==> src/rtl/mseq_pkg.sv <==
// Package: shared types for the microprogram next-address sequencer.
// Assumes the branch-type field of a microinstruction is two bits wide.
package mseq_pkg;

    // Kind of next-address selection coded in a microinstruction.
    typedef enum logic [1:0] {
        BT_JUMP = 2'd0,
        BT_CALL = 2'd1,
        BT_RET  = 2'd2,
        BT_MAP  = 2'd3
    } br_type_e;

endpackage

==> src/rtl/mseq_cond_mux.sv <==
// Module: picks the branch condition from a constant one and NSTAT status flags.
// Assumes select value 0 means "always", and value k selects status bit k-1.
// Select values above NSTAT read as false.
module mseq_cond_mux #(
    parameter int NSTAT = 3,
    localparam int SEL_W = $clog2(NSTAT + 1)
) (
    input  logic [SEL_W-1:0] sel_i,
    input  logic [NSTAT-1:0] status_i,
    output logic             cond_o
);

    logic [NSTAT:0] cand;

    // Candidate vector: index 0 is the constant, the flags sit above it.
    assign cand = {status_i, 1'b1};

    // Steer one candidate onto the condition line.
    always_comb begin
        if (int'(sel_i) <= NSTAT) cond_o = cand[sel_i];
        else                      cond_o = 1'b0;
    end

endmodule

==> src/rtl/mseq_map.sv <==
// Module: turns an opcode into the first control-memory address of its routine.
// Assumes ADDR_W >= OP_W + SLOT_W. The opcode sits above SLOT_W zero bits,
// and any spare high bits are zero.
module mseq_map #(
    parameter int ADDR_W = 7,
    parameter int OP_W   = 4,
    parameter int SLOT_W = 2
) (
    input  logic [OP_W-1:0]   opcode_i,
    output logic [ADDR_W-1:0] map_o
);

    localparam int PAD_W = ADDR_W - OP_W - SLOT_W;

    generate
        if (PAD_W > 0) begin : g_pad
            // Opcode with zero padding above and a zero slot field below.
            assign map_o = {{PAD_W{1'b0}}, opcode_i, {SLOT_W{1'b0}}};
        end else begin : g_nopad
            // Address is exactly the opcode followed by the slot field.
            assign map_o = {opcode_i, {SLOT_W{1'b0}}};
        end
    endgenerate

endmodule

==> src/rtl/mseq_next_sel.sv <==
// Module: combinational choice of the next control address and of the
// return-register load. Assumes the incremented address is given with wrap.
module mseq_next_sel
    import mseq_pkg::*;
#(
    parameter int ADDR_W = 7
) (
    input  br_type_e          br_type_i,
    input  logic              cond_i,
    input  logic [ADDR_W-1:0] inc_i,
    input  logic [ADDR_W-1:0] br_addr_i,
    input  logic [ADDR_W-1:0] map_i,
    input  logic [ADDR_W-1:0] ret_i,
    output logic [ADDR_W-1:0] next_o,
    output logic              save_ret_o
);

    // Four-way next-address choice, with the condition gating jump and call.
    always_comb begin
        next_o     = inc_i;
        save_ret_o = 1'b0;
        unique case (br_type_i)
            BT_JUMP: if (cond_i) next_o = br_addr_i;
            BT_CALL: if (cond_i) begin
                next_o     = br_addr_i;
                save_ret_o = 1'b1;
            end
            BT_RET:  next_o = ret_i;
            BT_MAP:  next_o = map_i;
            default: next_o = inc_i;
        endcase
    end

endmodule

==> src/rtl/mseq_next_addr.sv <==
// Module: top of the microprogram next-address sequencer. Holds the control
// address register and the single return register.
// Assumes a synchronous active-low reset and that the microinstruction fields
// are valid in every cycle.
module mseq_next_addr
    import mseq_pkg::*;
#(
    parameter int ADDR_W     = 7,
    parameter int OP_W       = 4,
    parameter int SLOT_W     = 2,
    parameter int NSTAT      = 3,
    parameter int FETCH_ADDR = 0,
    localparam int SEL_W     = $clog2(NSTAT + 1)
) (
    input  logic              clk,
    input  logic              rst_n,
    input  logic [1:0]        br_type_i,
    input  logic [SEL_W-1:0]  cond_sel_i,
    input  logic [ADDR_W-1:0] br_addr_i,
    input  logic [NSTAT-1:0]  status_i,
    input  logic [OP_W-1:0]   opcode_i,
    output logic [ADDR_W-1:0] car_o
);

    localparam logic [ADDR_W-1:0] FETCH = ADDR_W'(FETCH_ADDR);

    logic [ADDR_W-1:0] car_q;
    logic [ADDR_W-1:0] ret_q;
    logic [ADDR_W-1:0] car_inc;
    logic [ADDR_W-1:0] map_addr;
    logic [ADDR_W-1:0] car_next;
    logic              cond_hit;
    logic              save_ret;

    // Incrementer, wrapping naturally at the register width.
    assign car_inc = car_q + ADDR_W'(1);

    mseq_cond_mux #(.NSTAT(NSTAT)) u_cond (
        .sel_i    (cond_sel_i),
        .status_i (status_i),
        .cond_o   (cond_hit)
    );

    mseq_map #(.ADDR_W(ADDR_W), .OP_W(OP_W), .SLOT_W(SLOT_W)) u_map (
        .opcode_i (opcode_i),
        .map_o    (map_addr)
    );

    mseq_next_sel #(.ADDR_W(ADDR_W)) u_sel (
        .br_type_i  (br_type_e'(br_type_i)),
        .cond_i     (cond_hit),
        .inc_i      (car_inc),
        .br_addr_i  (br_addr_i),
        .map_i      (map_addr),
        .ret_i      (ret_q),
        .next_o     (car_next),
        .save_ret_o (save_ret)
    );

    // Control address register update.
    always_ff @(posedge clk) begin
        if (!rst_n) car_q <= FETCH;
        else        car_q <= car_next;
    end

    // Return register: loads the following address only on a taken call.
    always_ff @(posedge clk) begin
        if (!rst_n)        ret_q <= FETCH;
        else if (save_ret) ret_q <= car_inc;
    end

    assign car_o = car_q;

endmodule

==> config.mk <==
export PLATFORM = sky130hd
export DESIGN_NAME = mseq_next_addr
export DESIGN_NICKNAME = d
export VERILOG_FILES = /design/src/rtl/mseq_pkg.sv /design/src/rtl/mseq_cond_mux.sv /design/src/rtl/mseq_map.sv /design/src/rtl/mseq_next_sel.sv /design/src/rtl/mseq_next_addr.sv
export SDC_FILE = /design/constraint.sdc
export NUM_CORES = 1
export LEC_CHECK = 0
export BUFFER_PORTS_ARGS = -buffer_cell sky130_fd_sc_hd__buf_2
export CORE_MARGIN = 4
export CORE_UTILIZATION = 36
export DETAILED_ROUTE_END_ITERATION = 10
export GPL_ROUTABILITY_DRIVEN = 1
export GPL_TIMING_DRIVEN = 0
export MAX_ROUTING_LAYER = met4
export PLACE_DENSITY_LB_ADDON = 0.15
export SLEW_MARGIN = 40
export SYNTH_ARGS = -nofsm -noshare
export SYNTH_HDL_FRONTEND = slang
export SYNTH_SLANG_ARGS = --single-unit
==> constraint.sdc <==
create_clock -name clk -period 1.6 [get_ports clk]
set_clock_uncertainty 0.2 [all_clocks]
set_input_delay 0.32 -clock clk [delete_from_list [all_inputs] [get_ports clk]]
set_output_delay 0.32 -clock clk [all_outputs]
set_load 0.005 [all_outputs]
======== Word level (Yosys, flattened, before mapping) ========
Index checks and enable logic that the tools add are counted.
cells by class
  $add $sub $neg .......................... 1
  $mul .................................... 0
  div/mod/pow operators ................... 0
  $lt $le $gt $ge ......................... 1
  equality and inequality tests ........... 3
  shift-type cells ........................ 0
  mux-type cells .......................... 6
  bitwise gates (word level) .............. 0
  reductions and logical operators ........ 2
operators by type and width
  operator                                                                      number
  7-bit case mux with 3 select lines                                            1
  7-bit by 1-bit adder with 7-bit output, second input constant                 1
  7-bit 2-to-1 mux                                                              1
  2-bit == test, second input constant                                          2
  2-bit by 3-bit less-than comparator with 1-bit output, second input constant  1
  1-bit 2-to-1 mux                                                              3
  1-bit binary-select mux with 2-bit select                                     1
  2-bit by 1-bit == test with 1-bit output, second input constant               1
  2-bit zero test                                                               1
  2-bit OR reduction                                                            1
storage, ports and cells
  register bits after elaboration ......... 14
  bits in latches ......................... 0
  RAM bits ................................ 0
  ROM bits ................................ 0
  bits of input ports ..................... 20
  logic and storage cells ................. 15
  memories ................................ 0

======== Logic depth before layout (Yosys ltp) ========
  depth after elaboration ................. 4
  depth in mapped cells ................... 6
  depth with buffers taken out ............ 4

======== By module ========
Synthesis repeated with hierarchy kept, for this count alone.
second synthesis, totals
  cells, all modules ...................... 92
  area total of the unflattened synthesis .. 857.1 um2
by module, submodules not included
  module          instances  cells an instance  area an instance (um2)
  mseq_next_addr  1          55                 528.0
  mseq_next_sel   1          26                 245.2
  mseq_map        1          8                  56.3
  mseq_cond_mux   1          3                  27.5

======== Worst setup path after synthesis ========
OpenSTA, ideal clock, no wires.
  path kind ............................... input port to flip-flop
  start ................................... in cond_sel_i[0]
  end ..................................... reg ret_q[2]
  setup time .............................. 0.119 ns
  data arrival time ....................... 1.289 ns
  required time ........................... 1.281 ns
  setup slack ............................. -0.008 ns
  stages .................................. 5
  buffers on the path ..................... 1
  cell sequence ........................... mux2i_1 -> a2111oi_4 -> buf_6 -> mux2i_1 -> nor2_1
between the ends
  cells in the longest elaborated chain, start to end .. 4
ends and longest elaborated chain
  element                                    RTL line              RTL
  start: declaration                         mseq_next_addr.sv:18  input logic [SEL_W-1:0] cond_sel_i,
  1-bit binary-select mux with 2-bit select  mseq_cond_mux.sv:20   if (int'(sel_i) <= NSTAT) cond_o = cand[sel_i];
  1-bit 2-to-1 mux (not written as such)     mseq_cond_mux.sv:20
  1-bit 2-to-1 mux                           mseq_next_sel.sv:24   BT_CALL: if (cond_i) begin
  1-bit 2-to-1 mux                           mseq_next_sel.sv:22   unique case (br_type_i)
  end signal: assignment                     mseq_next_addr.sv:69  else if (save_ret) ret_q <= car_inc;
  end: declaration                           mseq_next_addr.sv:28  logic [ADDR_W-1:0] ret_q;
No other way between the ends. The select of a mux whose other input is x is not followed.
A chain may end at the register's enable or synchronous reset.

======== Final worst setup path ========
Ends and elaborated chain as after synthesis.

==> summary.md <==
| Metric | Value |
|---|---|
| DIE AREA | `2860 µm²` |
| Hold slack | `0.0735 ns` |
| Antenna Cells | `0` |
| Total Routing Usage GR | `0.151` |
| Cell Count, Final, Fillers Out | `134` |
| Worst skew pair latency | `0.29 ns` |
| Critical path fanouts, max | `10` |
| Root Buffer | `clkbuf_4` |
| Syn Nets | `100` |
| CP required | `1.58 ns` |
| Top cell type's share of synthesized area | `0.376` |
| Vias in the first global route | `645` |
| Initial antenna violation count | `0` |
| Most frequent CP cell | `mux2i_1` |
| Layout cells sized above 1 | `0.355` |
| Fin Setup TNS | `0 ns` |
| R2R cell count | `4` |
| Vias per cell | `5.07` |
| Final setup vio count | `0` |
| Max-Cap Viols | `0` |
| Hold Crit Depth | `3` |
| Area occupied by registers | `282 µm²` |
| Final Wtd Congestion | `0.794` |
| Residual DRC | `0` |
| Unrepaired setup endpoints after global routing | `no` |
| Final Max Tran Viols | `0` |
| Fin. Hold Viols | `0` |
| Min Tclk post-route | `1.45 ns` |
| Htree depth | `1` |
| Die Y | `53.5 µm` |
| Sequential fraction of the synthesis area | `0.376` |
| Commonest non-fill, non-tap cells in the layout | `buf_2 (26), dfxtp_1 (13), mux2i_1 (8)` |
| Worst hold endpoint | `car_o[4]` |
| Peak VDD IR | `0.447 mV` |
| Distinct cells, synth | `29` |
| Die span in x | `53.5 µm` |
| Clock transition at path regs | `0.09 ns` |
| Row Count | `16` |
| TritonCTS clock tree | `done` |
| Hpwl dp | `1410 µm` |
| Core ar. | `1960 µm²` |
| Status | `finished, final reports clean` |
| Grt total ovfl | `0` |
| Synth area leaders | `dfxtp_1 (38%), mux2i_1 (11%), xor2_1 (4.7%)` |
| Longest Clk Path Bufs | `2` |
| First-pass GRT wire length | `2970 µm` |
| Largest net degree at the start of global routing | `11` |
| Reg2reg end | `car_o[4]` |
| Vias | `680` |
| CP startpoint | `cond_sel_i[0]` |
| Reg2reg start | `car_o[0]` |
| DRT iter0 DRCs | `15` |
| CP cell instances | `buf_2 -> mux2i_1 -> a2111oi_4 -> buf_6 -> mux2i_1 -> nor2_1` |
| Wire length per cell | `13.6 µm` |
| Tot Pwr | `0.798 mW` |
| Multi-input logic area | `435 µm²` |
| Max incr delay on CP | `0.38 ns` |
| Worst Tran Pin Value | `0.406 ns` |
| Worst Min Path Start | `br_addr_i[4]` |
| Setup crit start kind | `primary input` |
| CP Capture Type | `flip-flop` |
| CTS Buf Count | `3` |
| DRT Pass-1 Iters | `4` |
| Fmax | `0.687 GHz` |
| Num ports | `27` |
| YS warnings | `0` |
| Worst R2R Setup Slack | `0.15 ns` |
| Area Growth Syn to Fin | `26.2%` |
| Remaining antenna violation count | `0` |
| Avg Inst Size Synth | `9.42 µm²` |
| Mapped cell area | `744 µm²` |
| Worst slack at placement | `-0.280 ns` |
| CTS sink cnt | `14` |
| Post-CTS Setup Inserts | `0` |
| CP Data Arrival Time | `1.44 ns` |
| PD cells | `849 nW/µm²` |
| Fillers | `225` |
| Commonest non-fill, non-tap cell in the layout | `buf_2` |
| PortBufs | `24` |
| FF+latch count, synth | `14` |
| Slowest-stage cell, CP | `a2111oi_4` |
| Nets | `129` |
| Fin crit share | `0.909` |
| Hold/Removal Path Class | `in2reg` |
| Post-synth top area cell | `dfxtp_1` |
| Leak pwr | `0.402 nW` |
| Final Worst Setup Slack | `0.145 ns` |
| Placed insts | `130` |
| Slew Limit Headroom | `0.722` |
| Post-Syn Instances | `79` |
| Initial Util | `0.379` |
| Total Wirelength | `1820 µm` |
| Critical path class | `in2reg` |
## sequential cells by signal, indices dropped and copies added (netlist names)
register	flops
car_o	7
ret_q	7
## worst max-delay path by stage
stage | end | slack (ns) | cells past startpoint
finish | ret_q[2] | 0.15 | 6
global route | ret_q[2] | 0.04 | 6
CTS | car_o[1] | 0.03 | 5
detailed placement | car_o[1] | -0.28 | 5
global placement | car_o[0] | -0.26 | 5
floorplan | ret_q[2] | 0.04 | 5
## worst max-delay path, delay by kind of cell
kind / cells / cell delay (ns)
compound gates: 1 / 0.38
buf+inv: 2 / 0.31
mux: 2 / 0.38
simple gates: 1 / 0.05
## cells in the mapped netlist
master / number
nor3b_2: 1
inv_1: 2
a21oi_1: 5
nor4_1: 1
nand3_1: 6
dfxtp_1: 14
nand2_1: 3
nor2_1: 7
and3_1: 1
nand2b_1: 1
clkinv_1: 1
buf_2: 2
nor3_1: 2
buf_6: 1
a211oi_2: 2
o41ai_1: 1
o221ai_1: 1
o21ai_0: 3
nor3b_1: 1
mux2i_1: 8
a2111oi_4: 1
xnor2_1: 1
ha_1: 1
a41oi_1: 2
o211ai_1: 2
xor2_1: 4
a311oi_1: 1
a21o_2: 1
nand4_1: 3
## final cells by class
cell class / instances / area share
multi-input cells: 59 / 0.463
flip-flops and latches: 14 / 0.300
repair buffers: 24 / 0.128
clock buffers: 4 / 0.0386
well taps: 27 / 0.0360
plain buffers: 3 / 0.0226
inverters: 3 / 0.0120
## per-stage QoR
| stage | area (µm²) | utilization |
|---|---|---|
| floorplan | 744 | - |
| global route | 940 | 0.479 |
| CTS | 935 | 0.476 |
| detailed placement | 898 | 0.458 |
| global placement | 898 | 0.458 |
| finish | 940 | 0.479 |
## power breakdown
| group | internal [mW] | leakage, nW | switching, mW |
|---|---|---|---|
| Sequential | 0.370 | 0.115 | 0.0178 |
| Clock | 0.139 | 0.0210 | 0.125 |
| Combinational | 0.0671 | 0.266 | 0.0787 |
## logic make-up after synthesis
logic type,count (synthesis),share of synthesized area
and+or+nand+nor,26,0.182
adders and majority gates,1,0.0168
muxes,8,0.108
xor gates and xnor gates,5,0.0588
buffers and inverters,6,0.0437
DFF,14,0.376
AOI/OAI and AO/OA,19,0.215
## layer usage
layer,vias to the layer above,routed length (µm),track usage
met3,3,143,0.0479
met1,302,833,0.184
li1,355,-,-
met2,20,825,0.235
met5,-,0,-
met4,0,20,0.0511
## what timing repair did
| item | CTS | global route |
|---|---|---|
| hold buffers | 0 | 0 |
| resized for setup | 0 | 2 |
| setup endpoints to repair | 0 | 4 |
Note: power is estimated with default switching activity, not from simulation.
